## src/rtl/dma_chunk_seq.sv

```systemverilog
module dma_chunk_seq #(
  parameter int CNT_W  = 32,
  parameter int SEC_W  = 16,
  parameter int LBA_W  = 32,
  parameter int ADDR_W = 32,
  parameter int OFF_W  = 64
) (
  input  logic              clk,
  input  logic              rst_n,
  input  logic              start,
  input  logic              is_optical,
  input  logic [SEC_W-1:0]  sector_count,
  input  logic [CNT_W-1:0]  packet_size,
  input  logic [LBA_W-1:0]  media_lba,
  input  logic [1:0]        disk_cmd,
  input  logic              chunk_req,
  input  logic [ADDR_W-1:0] chunk_addr,
  input  logic [CNT_W-1:0]  chunk_len,
  output logic              chunk_ack,
  output logic              chunk_stall,
  output logic              blk_req,
  input  logic              blk_ready,
  output logic [OFF_W-1:0]  blk_off,
  output logic [CNT_W-1:0]  blk_len,
  output logic [ADDR_W-1:0] blk_addr,
  output logic [1:0]        blk_op,
  output logic              blk_to_dev,
  input  logic              blk_done,
  input  logic              blk_err,
  output logic              xfer_active,
  output logic [7:0]        status,
  output logic              drive_irq,
  output logic              cmd_ok,
  output logic              xfer_err
);
  localparam logic [7:0] ST_BUSY = 8'h80;
  localparam logic [7:0] ST_DONE = 8'h50;
  localparam logic [7:0] ST_FAIL = 8'h41;
  localparam logic [1:0] OP_COPY = 2'd3;

  typedef enum logic [1:0] {S_IDLE, S_REQ, S_WAIT} state_t;
  state_t state;

  logic signed [CNT_W-1:0] owed;
  logic [CNT_W-1:0] idx;
  logic [LBA_W-1:0] lba_q;
  logic [1:0]       cmd_q;
  logic             opt_q, copy_q;

  wire packet_copy = opt_q && (lba_q == {LBA_W{1'b1}});
  wire illegal     = !opt_q && (cmd_q == 2'd3);
  wire [OFF_W-1:0] base = opt_q ? (OFF_W'(lba_q) << 11) : (OFF_W'(lba_q) << 9);
  wire [CNT_W-1:0] clip = ($unsigned(owed) < chunk_len) ? $unsigned(owed) : chunk_len;
  wire take = chunk_req && !chunk_ack;

  assign blk_to_dev = (blk_op == 2'd1) || (blk_op == 2'd2);

  always_ff @(posedge clk) begin
    if (!rst_n) begin
      state <= S_IDLE;
      owed <= '0; idx <= '0; lba_q <= '0; cmd_q <= '0; opt_q <= 1'b0; copy_q <= 1'b0;
      chunk_ack <= 1'b0; chunk_stall <= 1'b0;
      blk_req <= 1'b0; blk_off <= '0; blk_len <= '0; blk_addr <= '0; blk_op <= '0;
      xfer_active <= 1'b0; status <= '0;
      drive_irq <= 1'b0; cmd_ok <= 1'b0; xfer_err <= 1'b0;
    end else begin
      chunk_ack <= 1'b0; chunk_stall <= 1'b0;
      drive_irq <= 1'b0; cmd_ok <= 1'b0; xfer_err <= 1'b0;
      case (state)
        S_IDLE: begin
          if (start) begin
            opt_q <= is_optical;
            lba_q <= media_lba;
            cmd_q <= disk_cmd;
            idx   <= '0;
            owed  <= is_optical ? packet_size : CNT_W'({sector_count, 9'd0});
            xfer_active <= 1'b1;
            status <= ST_BUSY;
          end else if (take) begin
            if (!xfer_active) begin
              chunk_ack <= 1'b1; chunk_stall <= 1'b1;
            end else if (owed <= 0) begin
              chunk_ack <= 1'b1;
              xfer_active <= 1'b0;
              status <= ST_DONE;
              if (opt_q) cmd_ok <= 1'b1;
              else drive_irq <= 1'b1;
            end else if (chunk_len == '0) begin
              chunk_ack <= 1'b1;
            end else if (illegal) begin
              chunk_ack <= 1'b1;
              xfer_err <= 1'b1;
              status <= ST_FAIL;
              xfer_active <= 1'b0;
            end else begin
              blk_req  <= 1'b1;
              blk_addr <= chunk_addr;
              copy_q   <= packet_copy;
              blk_off  <= packet_copy ? '0 : base + OFF_W'(idx);
              blk_len  <= packet_copy ? clip : chunk_len;
              blk_op   <= packet_copy ? OP_COPY : (opt_q ? 2'd0 : cmd_q);
              state    <= S_REQ;
            end
          end
        end
        S_REQ: if (blk_ready) begin
          blk_req <= 1'b0;
          chunk_ack <= 1'b1;
          if (!copy_q) begin
            owed <= owed - $signed(blk_len);
            idx  <= idx + blk_len;
          end
          state <= S_WAIT;
        end
        default: if (blk_done) begin
          state <= S_IDLE;
          if (blk_err) begin
            xfer_err <= 1'b1;
            status <= ST_FAIL;
            xfer_active <= 1'b0;
          end else if (copy_q) begin
            cmd_ok <= 1'b1;
            status <= ST_DONE;
            xfer_active <= 1'b0;
          end
        end
      endcase
    end
  end

  p_ack_pulse_r10: assert property (@(posedge clk) disable iff (!rst_n)
    chunk_ack |=> !chunk_ack);
  p_req_hold_r10: assert property (@(posedge clk) disable iff (!rst_n)
    (blk_req && !blk_ready) |=> (blk_req && $stable(blk_off) && $stable(blk_len) && $stable(blk_op)));
  p_stall_noreq_r2: assert property (@(posedge clk) disable iff (!rst_n)
    chunk_stall |-> (!blk_req && !xfer_active));
  p_end_clears_r3: assert property (@(posedge clk) disable iff (!rst_n)
    (drive_irq || cmd_ok) |-> (!xfer_active && status == ST_DONE));
  p_err_status_r8: assert property (@(posedge clk) disable iff (!rst_n)
    xfer_err |-> (!xfer_active && status == ST_FAIL));
  p_single_out_r11: assert property (@(posedge clk) disable iff (!rst_n)
    (blk_req && blk_ready) |=> (!blk_req && !chunk_stall));
endmodule

```

## config.mk

```make
export PLATFORM = sky130hd
export DESIGN_NAME = dma_chunk_seq
export DESIGN_NICKNAME = d
export VERILOG_FILES = /design/src/rtl/dma_chunk_seq.sv
export SDC_FILE = /design/constraint.sdc
export NUM_CORES = 1
export LEC_CHECK = 0
export BUFFER_PORTS_ARGS = -buffer_cell sky130_fd_sc_hd__buf_2
export CAP_MARGIN = 20
export CORE_MARGIN = 2
export CORE_UTILIZATION = 45
export CTS_BUF_LIST = sky130_fd_sc_hd__clkbuf_2 sky130_fd_sc_hd__clkbuf_4 sky130_fd_sc_hd__clkbuf_8
export DETAILED_ROUTE_END_ITERATION = 10
export HOLD_SLACK_MARGIN = 0.02
export MAX_ROUTING_LAYER = met4
export PLACE_DENSITY = 0.68
export SYNTH_ARGS = -nofsm -noshare
export SYNTH_HDL_FRONTEND = slang
export SYNTH_SLANG_ARGS = --single-unit
export TNS_END_PERCENT = 50
```

## constraint.sdc

```tcl
create_clock -name clk -period 4.9 [get_ports clk]
set_clock_uncertainty 0.05 [all_clocks]
set_input_delay 0.49 -clock clk [delete_from_list [all_inputs] [get_ports clk]]
set_output_delay 0.49 -clock clk [all_outputs]
set_load 0.01 [all_outputs]
```

-- Word level (Yosys, flattened, before mapping)
Index checks and enable logic that the tools add are counted.
- register bits after elaboration: 247
- input bits: 154
- output and inout bits: 146
- logic and storage cells: 151
- add/sub/neg operators: 3
- order comparisons: 2
- eq/ne operators: 18
- mux-type cells: 79
- bitwise logic cells: 9
- reductions and logical operators: 21
- operator list (kind ; number):
    $mux 32 ; 9
    $pmux 32 s2 ; 2
    $mux 8 ; 9
    $add 43x32->44 ; 1
    $mux 44 ; 1
    $mux 43 ; 1
    $mux 1 ; 40
    $add 32x32->32 ; 1
    $eq 32x32->1 const B ; 1
    $le 32x1->1 const B ; 1
    $logic_not 32->1 ; 1
    $lt 32x32->1 ; 1
    $sub 32x32->32 ; 1
    $mux 2 ; 10
    $ne 2x2->1 const B ; 9
    $pmux 8 s2 ; 1
    $reduce_and 8->1 ; 2
    $reduce_and 7->1 ; 2
    $pmux 1 s2 ; 5
    $not 1->1 ; 9
    $ne 4x4->1 const B ; 2
    $reduce_and 4->1 ; 2
    $ne 3x3->1 const B ; 2
    $reduce_bool 3->1 ; 2
    11 further kinds ; 17

-- Logic depth before layout (Yosys ltp)
Gate-level depths: netlist (run 1).
- word-level depth: 9
- mapped depth: 16
- depth with buffers taken out: 13

-- Worst setup path before layout (run 1)
Ideal clock, no wire load.
- path type: reg2reg
- from: register opt_q
- to: register blk_off[43]
- library setup time: 0.070 ns
- data arrival time: 3.695 ns
- data required time: 4.780 ns
- slack: 1.085 ns
- cell stages (with the launch flop): 15
- path buffers: 3
- period minus slack after synthesis: 3.815 ns
- path through: dfxtp_1 > buf_2 > buf_2 > buf_1 > mux2_2 > ha_1 > nand2b_1 > a31oi_1 > o31a_2 > a21boi_2 > o31ai_2 > o211ai_2 > or3_1 > or4b_1 > a21oi_1
- longest elaborated chain between the ends: 4
- elaborated cells between the ends (all ways): 8
- those cells by class: add/sub: 1; mux: 2; bitwise: 1; reduce/logical: 4
- RTL lines (item ; RTL line ; RTL):
    start: declaration ; 48 ; logic opt_q, copy_q;
    start signal: assignment ; 72 ; opt_q <= is_optical;
    branches (longest 4 deep; another with $add 43x32->44) ; - ;
    end signal: assignment ; 99 ; blk_off <= packet_copy ? '0 : base + OFF_W'(idx);
    end: declaration ; 23 ; output logic [OFF_W-1:0] blk_off,
Several ways; the timed one is not identified.
A chain may end at the register's enable or synchronous reset.

-- Final worst setup path (run 1)
Ends and elaborated chain as after synthesis.

==> metrics, run 1 <==
outcome complete, no violations; Vias per Instance 5.70; Vias 14300; CTS Buf Count 41; Fin. Hold Viols 0; CTS Hold Buffers Added 0; Crit. Startpoint opt_q; max_slew headroom 30.6%; Die Footprint 0.0334 mm2; Setup violations, final 0; fin. max-slew vios 0; DR iter-0 viols 865; wire per inst 18.5 um; setup slack after layout 1.01 ns; Die Height 183 um; FP Rows 65; Setup Fix Bufs, Post-CTS 0; post_cts resized 0; Seq/Total Area, Yosys 31.1%; Sw Share 30.2%; WP data arrival 4.31 ns; initial antenna violation count 0; worst-path cell chain buf_4, mux2_2, ha_1, and3_1, nand3_1, o31ai_2, o211ai_2, or3_1, or4b_1, a21oi_1; CP Buf/Inv Count 1; final core utilization 53.6%; clock network power share 39.7%; clk root buf clkbuf_8; Syn Inst Count 1842; n_diodes 0; port bufs 275; Max-cap violations 0; Post-synth EDFFs 0; Design Area, Final 0.0169 mm2; Post-route DRC 0; critical path class flop to flop; worst hold start media_lba[19]; htree depth 2; Detail Route Antenna Nets 0; synth unique cells 76; CTS Buffer Depth 3; achievable frequency 257 MHz; Sink Count 223; final WL 46.4 mm; Die X 183 um; Mean Syn Cell Area 7.80 um2; crit share post-route 79.4%; Max IR drop VDD 0.148 mV; mapped cell area 0.0144 mm2; first-pass GRT wire length 72.4 mm; post-synth top area share 31.1%; sequential group share of total power 39.8%; Critical Path Fanout Max 24; post-DP HPWL 34.2 mm; drt pass-1 iters 5; overall power 4.98 mW; number of synthesized register bits 223; most frequent cells after synthesis nand2_1, dfxtp_1, a21oi_1, nor2_1, ha_1; Worst path max stage delay 0.58 ns; layout cells sized above 1 19.4%; largest net degree at the start of global routing 115; most frequent cell after synthesis nand2_1; IO Pins 300; CP max stage cell dfxtp_2; biggest area consumer among synthesized cells dfxtp_1; synth top area cells dfxtp_1, ha_1, nand2_1; Syn. warnings 0; fill count 3019; Layout Nets 2359; Post-synth ARST share 0%; crit start category flop; Post-synth top flop dfxtp_1; Final min period 3.89 ns; Worst-Skew Late Latency 0.54 ns; grt ovf 0; Logic pwr share 20.5%; area grow syn2layout 17.4%; Int Power 3.47 mW; worst r2r src opt_q; NetSw 1.50 mW; pwr/cell area 295 mW/mm2; number of global-route vias before repair 13700; critical path's top delay family simple AND/OR/NAND/NOR gates; setup TNS 0 ns; Total GRT Usage 27.7%; Pleak 7.85 nW; RSZ-0062 raised after global routing false; post-place setup slack 1.05 ns; clock slew at reported path FFs 0.06 ns; Core ar. 0.0315 mm2; CTS tree built; DP Area 0.0159 mm2; WP data required 5.32 ns; Final GP Congestion 0.975; Initial Util 45.6%; Hold Path Class primary input to flop; worst slew pin tran 1.04 ns; Setup crit end kind flop
==> cell type report <==
cell class	count	area (um2)	area share (%)
Timing Repair Buffer	293	1530	9.08
Sequential cell	223	4470	26.5
Tap cell	402	503	2.98
Multi-Input combinational cell	1440	9130	54.2
Clock buffer	63	786	4.66
Inverter	87	329	1.95
Clock inverter	7	115	0.683
==> metal layers <==
layer / GRT usage, % / vias to the layer above / part of all wire (%)
li1: - / 7003 / -
met1: 36.3 / 6712 / 45
met2: 43.8 / 527 / 46
met3: 3.89 / 104 / 6.1
met4: 9.71 / 0 / 3.3
met5: - / - / 0
==> registers in the layout (all words and copies together), names as in the netlist, 2 cells and up <==
| name | flops |
|---|---|
| lba_q | 32 |
| blk_off | 44 |
| status | 4 |
| cmd_q | 2 |
| idx | 32 |
| blk_op | 2 |
| blk_len | 32 |
| owed | 32 |
| state | 2 |
| blk_addr | 32 |
==> stage by stage <==
stage	std cells	hold WS, ns
floorplan	1865	0.382
global placement	2444	0.385
detailed placement	2444	0.390
CTS	2514	0.108
global route	2515	0.118
finish	2515	0.136
==> worst register-to-register path, stage by stage (launching register included) <==
cell and delay, ns:
dfxtp_2 0.58, buf_4 0.39, mux2_2 0.40, ha_1 0.37, and3_1 0.25, nand3_1 0.13
o31ai_2 0.36, o211ai_2 0.23, or3_1 0.46, or4b_1 0.48, a21oi_1 0.15
==> worst paths after layout <==
check,end,slack (ns),cells after the start
worst min-delay path,lba_q[19],0.14,3
worst min register to register,blk_addr[29],0.40,2
worst max register to register,blk_off[43],1.01,10
worst max-delay path,blk_off[43],1.01,10
==> power by group through the flow <==
stage,clock network [mW],registers (mW),logic [mW]
global route,2.09,1.99,1.13
detailed placement,0,2.02,0.999
floorplan,0,1.99,0.715
finish,1.98,1.98,1.02
CTS,2.01,1.98,1.01
global placement,0,2.02,0.987
==> logic make-up after synthesis <==
family	count (synthesis)	synth area share, %
AO/OA/AOI/OAI	517	22.3
XOR/XNOR	78	4.76
adder cells (fa/ha/maj)	119	10.5
buffers and inverters	202	6.03
flip-flops	223	31.1
multiplexers	79	5.71
other	1	0.0261
AND/OR/NAND/NOR	623	19.6
==> cells in the final DEF (no fill, tap or decap), types with 10 or more instances in the layout <==
| master | n |
|---|---|
| a211oi_1 | 45 |
| a21o_1 | 52 |
| a21oi_1 | 196 |
| a22oi_1 | 10 |
| a31oi_1 | 11 |
| buf_2 | 275 |
| buf_4 | 17 |
| clkbuf_4 | 13 |
| clkbuf_8 | 50 |
| conb_1 | 24 |
| dfxtp_1 | 222 |
| ha_1 | 116 |
| inv_1 | 86 |
| mux2_2 | 23 |
| mux2i_1 | 56 |
| nand2_1 | 287 |
| nand2b_1 | 11 |
| nand3_1 | 60 |
| nand4_1 | 34 |
| nor2_1 | 127 |
| nor3_1 | 23 |
| nor4_1 | 17 |
| o211ai_1 | 19 |
| o21a_1 | 10 |
| o21ai_0 | 102 |
| o21bai_1 | 13 |
| xnor2_1 | 47 |
| xor2_1 | 31 |
Power figures use the tool's default switching activity.
==> run 2, diff against run 1 <==
--- a/config.mk
+++ b/config.mk
@@ -13,7 +13,7 @@
 export DETAILED_ROUTE_END_ITERATION = 10
 export HOLD_SLACK_MARGIN = 0.02
 export MAX_ROUTING_LAYER = met4
-export PLACE_DENSITY = 0.68
+export PLACE_DENSITY = 0.7
 export SYNTH_ARGS = -nofsm -noshare
 export SYNTH_HDL_FRONTEND = slang
 export SYNTH_SLANG_ARGS = --single-unit
==> constraint.sdc (replaced) <==
create_clock -name clk -period 3.41 [get_ports clk]
set_clock_uncertainty 0.05 [all_clocks]
set_input_delay 0.341 -clock clk [delete_from_list [all_inputs] [get_ports clk]]
set_output_delay 0.341 -clock clk [all_outputs]
set_load 0.01 [all_outputs]
==> run 2 against run 1 <==
First-iteration DRC count up 22%. Die area is the same. Non-clock buffer count grew 128. Worst hold slack lost 0.10 ns. Utilization grew 3.6 points. Design area up 6.6%. Fmax increased by 18%. Power up 41%. Global-route usage increased by 1.1 points. Flip-flop and latch count unchanged. Count of clock-buffer cells in the layout is 1 higher. Wire length rose by 4.1%.
==> metrics, run 2 (synthesized netlist as in run 1, its figures left out) <==
outcome complete, no violations (unchanged); Critical Path Fanout Max 5 (was 24); first-pass GRT wire length 75.3 mm (was 72.4 mm); commonest non-fill, non-tap cell in the layout nand2_1 (unchanged); clock network power share 36.8% (was 39.7%); crit start category flop (unchanged); Detail Route Antenna Nets 0 (unchanged); Pleak 8.42 nW (was 7.85 nW); CTS Buffer Depth 3 (unchanged); sequential group share of total power 40.3% (was 39.8%); critical path class flop to flop (unchanged); Core ar. 0.0315 mm2 (unchanged); DR iter-0 viols 1053 (was 865); post-place setup slack 0.0234 ns (was 1.05 ns); CTS Buf Count 41 (unchanged); worst slew pin tran 0.940 ns (was 1.04 ns); Setup violations, final 0 (unchanged); Post-Layout Cell Count 2644 (was 2515); CTS tree built (unchanged); Logic pwr share 22.9% (was 20.5%); Max-cap violations 0 (unchanged); fill count 2894 (was 3019); Hold Path Class primary input to flop (unchanged); Sink Count 223 (unchanged); Max IR drop VDD 0.202 mV (was 0.148 mV); wire per inst 18.3 um (was 18.5 um); number of flip-flops in the largest register 44 (unchanged); Final GP Congestion 0.984 (was 0.975); drt pass-1 iters 6 (was 5); initial antenna violation count 2 (was 0); Hold WS 0.0338 ns (was 0.136 ns); layout cells sized above 1 21.4% (was 19.4%); Fin. Hold Viols 0 (unchanged); Die Height 183 um (unchanged); Post-route DRC 0 (unchanged); pwr/cell area 392 mW/mm2 (was 295 mW/mm2); Vias per Instance 5.67 (was 5.70); fin. max-slew vios 0 (unchanged); crit share post-route 96.9% (was 79.4%); setup slack after layout 0.105 ns (was 1.01 ns); number of global-route vias before repair 14200 (was 13700); max_slew headroom 37.3% (was 30.6%); Die Footprint 0.0334 mm2 (unchanged); Total GRT Usage 28.8% (was 27.7%); FP Rows 65 (unchanged); DP Area 0.0165 mm2 (was 0.0159 mm2); area grow syn2layout 25.2% (was 17.4%); Final min period 3.30 ns (was 3.89 ns); WP data arrival 3.74 ns (was 4.31 ns); Setup crit end kind flop (unchanged); IO Pins 300 (unchanged); Worst-Skew Late Latency 0.58 ns (was 0.54 ns); largest net degree at the start of global routing 113 (was 115); WP data required 3.84 ns (was 5.32 ns); Vias 15000 (was 14300); Int Power 4.84 mW (was 3.47 mW); post-DP HPWL 35.7 mm (was 34.2 mm); RSZ-0062 raised after global routing true (was false); htree depth 2 (unchanged); achievable frequency 303 MHz (was 257 MHz); NetSw 2.20 mW (was 1.50 mW); Initial Util 45.6% (unchanged); placed cell count 2506 (was 2444); port bufs 275 (unchanged); Design Area, Final 0.0180 mm2 (was 0.0169 mm2); worst-path cell chain buf_4, nor2b_1, ha_2, inv_1, fa_2, nand2b_4, a31oi_4, o31a_2, a21boi_2, o31ai_4, o211ai_2, or3_4, or4b_1, a21oi_1 (was buf_4, mux2_2, ha_1, and3_1, nand3_1, o31ai_2, o211ai_2, or3_1, or4b_1, a21oi_1); final WL 48.3 mm (was 46.4 mm); Reg with most FFs blk_off (unchanged); Layout Nets 2487 (was 2359); Sw Share 31.3% (was 30.2%); Die X 183 um (unchanged); grt ovf 0 (unchanged); Worst path max stage delay 0.47 ns (was 0.58 ns); most frequent cells in the layout nand2_1, buf_2, dfxtp_1 (unchanged); final core utilization 57.1% (was 53.6%); CP max stage cell or4b_1 (was dfxtp_2); clock slew at reported path FFs 0.06 ns (about the same); clk root buf clkbuf_8 (unchanged)
[run 2: changes by cell type in the layout (fill, tap and decap cells not counted), moves of 2 or more]
cell           delta
bufinv_16         -3
clkbuf_8          -2
diode_2           +2
clkbuf_4          +3
dlygate4sd3_1    +66
buf_4            +60
buf_12            +3
[run 2: power groups by stage]
stage / Sequential [mW] / Clock, mW / Combinational, mW
global placement: 2.89 / 0 / 1.48
CTS: 2.83 / 2.63 / 1.58
finish: 2.84 / 2.59 / 1.61
floorplan: 2.86 / 0 / 1.03
detailed placement: 2.89 / 0 / 1.51
global route: 2.85 / 2.75 / 1.76
[run 2: metrics by stage]
step / TNS [ns] / total power [mW]
after detailed placement: 0 / 4.39
after global placement: 0 / 4.37
after CTS: 0 / 7.04
final: 0 / 7.04
after floorplan: -0.0288 / 3.89
after global routing: -0.00849 / 7.35
[run 2: repair_timing]
action,4_1_cts,5_1_grt
gates resized for setup,0,8
hold buffers,66,0
hold endpoints to repair,66,0
endpoints found under the setup margin,0,23
setup buffers,0,1
[run 2: layout make-up]
type                    count  area [um2]  area share, %
clock buffers              64         781           4.34
well taps                 402         503           2.80
repair buffers            421        2680           14.9
flip-flops and latches    223        4470           24.8
diodes                      2        5.00         0.0278
inverters                  87         329           1.83
clock inverters             5        30.0          0.167
multi-input cells        1440        9190           51.1
[run 2: critical path: cells and delay by family, from the launching register on]
kind	cells	cell delay (ns)
AOI/OAI and AO/OA	6	0.93
adders and majority gates	2	0.53
buffers and inverters	2	0.21
DFF	1	0.35
and+or+nand+nor	4	1.16
[run 2: per-layer routing]
layer	vias to the layer above	part of all wire, %	GRT usage (%)	routed length [um]
met4	0	2.6	8.45	1240
li1	7266	-	-	-
met3	104	8.0	4.15	3850
met1	6967	44	38.5	21300
met5	-	0	-	0
met2	656	45	45.5	22000
[run 2: path summary, 6_finish.rpt]
check / start / to / slack, ns / cells past startpoint
worst min-delay path: packet_size[26] / owed[26] / 0.03 / 3
worst min register to register: blk_off[2] / blk_off[2] / 0.40 / 2
worst max-delay path: opt_q / blk_off[43] / 0.11 / 14
worst max register to register: opt_q / blk_off[43] / 0.11 / 14
==> run 3, diff against run 2 <==
--- a/config.mk
+++ b/config.mk
@@ -13,7 +13,7 @@
 export DETAILED_ROUTE_END_ITERATION = 10
 export HOLD_SLACK_MARGIN = 0.02
 export MAX_ROUTING_LAYER = met4
-export PLACE_DENSITY = 0.7
+export PLACE_DENSITY = 0.68
 export SYNTH_ARGS = -nofsm -noshare
 export SYNTH_HDL_FRONTEND = slang
 export SYNTH_SLANG_ARGS = --single-unit
==> constraint.sdc (replaced) <==
create_clock -name clk -period 4 [get_ports clk]
set_clock_uncertainty 0.05 [all_clocks]
set_input_delay 0.4 -clock clk [delete_from_list [all_inputs] [get_ports clk]]
set_output_delay 0.4 -clock clk [all_outputs]
set_load 0.01 [all_outputs]
==> run 3 against run 2 <==
Fmax is 11% lower. Highest routed layer unchanged. Critical path depth is 2 lower. Worst hold slack better by 0.0038 ns. Flip-flop and latch count stayed put. Via count is 3.0% lower.
==> metrics, run 3 (synthesized netlist as in run 1, its figures left out) <==
CTS Buf Count 41 (unchanged); Core ar. 0.0315 mm2 (unchanged); FF-to-FF path depth 12 (was 14); drt pass-1 iters 7 (was 6); Setup Fix Bufs, Post-CTS 0 (unchanged); area grow syn2layout 20.3% (was 25.2%); Sink Count 223 (unchanged); number of flip-flops in the largest register 44 (unchanged); WP data arrival 4.16 ns (was 3.74 ns); commonest non-fill, non-tap cell in the layout nand2_1 (unchanged); overall power 6.08 mW (was 7.04 mW); first-pass GRT wire length 73.5 mm (was 75.3 mm); Setup violations, final 0 (unchanged); R2R Setup Slk 0.28 ns (was 0.11 ns); Initial Util 45.6% (unchanged); largest net degree at the start of global routing 73 (was 113); Worst path max stage delay 0.47 ns (about the same); RSZ-0062 raised after global routing false (was true); Total GRT Usage 28.2% (was 28.8%); Detail Route Antenna Nets 0 (unchanged); layout cells sized above 1 19.6% (was 21.4%); post-place setup slack 0.309 ns (was 0.0234 ns); number of global-route vias before repair 14000 (was 14200); Die Height 183 um (unchanged); crit share post-route 92.9% (was 96.9%); worst-path cell chain buf_4, mux2_2, ha_1, nand3_1, nor2_1, a211oi_1, a21boi_2, o31ai_2, o211ai_2, or3_1, or4b_1, a21oi_1 (was buf_4, nor2b_1, ha_2, inv_1, fa_2, nand2b_4, a31oi_4, o31a_2, a21boi_2, o31ai_4, o211ai_2, or3_4, or4b_1, a21oi_1); outcome complete, no violations (unchanged); fill count 2970 (was 2894); FP Rows 65 (unchanged); CTS Buffer Depth 3 (unchanged); Setup crit end kind flop (unchanged); DP Area 0.0160 mm2 (was 0.0165 mm2); Max IR drop VDD 0.244 mV (was 0.202 mV); max_slew headroom 28.2% (was 37.3%); Hold Path Class primary input to flop (unchanged); initial antenna violation count 2 (unchanged); crit start category flop (unchanged); DR iter-0 viols 960 (was 1053); achievable frequency 269 MHz (was 303 MHz); final core utilization 54.9% (was 57.1%); Final min period 3.72 ns (was 3.30 ns); Vias per Instance 5.67 (about the same); setup TNS 0 ns (unchanged); wire per inst 18.2 um (was 18.3 um); Design Area, Final 0.0173 mm2 (was 0.0180 mm2); post-DP HPWL 34.9 mm (was 35.7 mm); critical path class flop to flop (unchanged); Critical Path Fanout Max 16 (was 5); worst r2r src opt_q (unchanged); Layout Nets 2404 (was 2487); CTS tree built (unchanged); CP max stage cell or4b_1 (unchanged); Pleak 8.06 nW (was 8.42 nW); pwr/cell area 352 mW/mm2 (was 392 mW/mm2); IO Pins 300 (unchanged); post_cts resized 0 (unchanged); r2r endpoint blk_off[43] (unchanged); Post-route DRC 0 (unchanged); worst slew pin tran 1.08 ns (was 0.940 ns); Crit. Startpoint opt_q (unchanged); Worst Setup EP blk_off[43] (unchanged); Worst-Skew Late Latency 0.57 ns (was 0.58 ns); WP data required 4.44 ns (was 3.84 ns); clk root buf clkbuf_8 (unchanged); port bufs 275 (unchanged); setup slack after layout 0.284 ns (was 0.105 ns); final WL 46.8 mm (was 48.3 mm); htree depth 2 (unchanged); Die X 183 um (unchanged); most frequent cells in the layout nand2_1, buf_2, dfxtp_1 (unchanged); Fin. Hold Viols 0 (unchanged); clock slew at reported path FFs 0.06 ns (about the same); Reg with most FFs blk_off (unchanged); fin. max-slew vios 0 (unchanged); grt ovf 0 (unchanged); Die Footprint 0.0334 mm2 (unchanged); Max-cap violations 0 (unchanged); Final GP Congestion 0.960 (was 0.984); Vias 14500 (was 15000)
run 3: changes by cell type in the layout (fill, tap and decap cells not counted), moves of 2 or more:
| cell | before | now |
|---|---|---|
| buf_4 | 77 | 27 |
| dlygate4sd3_1 | 66 | 35 |
| clkbuf_8 | 48 | 52 |
| clkinv_2 | 3 | 7 |
| clkbuf_4 | 16 | 13 |
| buf_12 | 3 | 1 |
| clkinvlp_4 | 2 | 0 |
run 3: area by class of cell:
class / count / area, um2 / share of cell area, %
Sequential cell: 223 / 4470 / 25.8
Timing Repair Buffer: 338 / 1950 / 11.3
Multi-Input combinational cell: 1440 / 9130 / 52.8
Clock inverter: 10 / 85.1 / 0.493
Inverter: 87 / 329 / 1.90
Tap cell: 402 / 503 / 2.91
Antenna cell: 1 / 2.50 / 0.0145
Clock buffer: 65 / 813 / 4.71
run 3: how the worst min path moves through the flow:
stage / start / to / slack (ns) / depth (start not counted)
after floorplan: cmd_q[1] / cmd_q[1] / 0.38 / 2
after global placement: blk_addr[3] / blk_addr[3] / 0.38 / 2
after detailed placement: blk_addr[11] / blk_addr[11] / 0.39 / 2
after CTS: chunk_addr[9] / blk_addr[9] / 0.02 / 3
after global routing: chunk_addr[4] / blk_addr[4] / 0.04 / 3
final: chunk_addr[7] / blk_addr[7] / 0.04 / 3
run 3: worst max-delay path, delay by kind of cell, from the launching register on:
family	cells	cell delay [ns]
DFF	1	0.46
AOI/OAI and AO/OA	5	0.92
adders and majority gates	1	0.37
and+or+nand+nor	4	1.19
muxes	1	0.37
buffers and inverters	1	0.29
run 3: routing by layer:
layer  wire length [um]  GRT usage [%]
met3               3220           4.67
met1              20400           35.2
met4               1610           10.5
met5                  0              -
met2              21600           45.9
run 3: report_power, final:
group,switching (mW),total (mW),internal (mW)
clock network,1.01,2.38,1.36
logic,0.743,1.28,0.537
registers,0.119,2.43,2.31
total,1.88,6.08,4.21
run 3: timing repair:
action,in CTS,in global routing
setup endpoints to repair,0,0
hold endpoints to repair,35,0
hold buffers,35,0
run 3: stage by stage:
step	instances	hold WS [ns]
after CTS	2565	0.0205
after global placement	2455	0.384
final	2566	0.0376
after detailed placement	2455	0.391
after global routing	2566	0.0385
after floorplan	1865	0.382
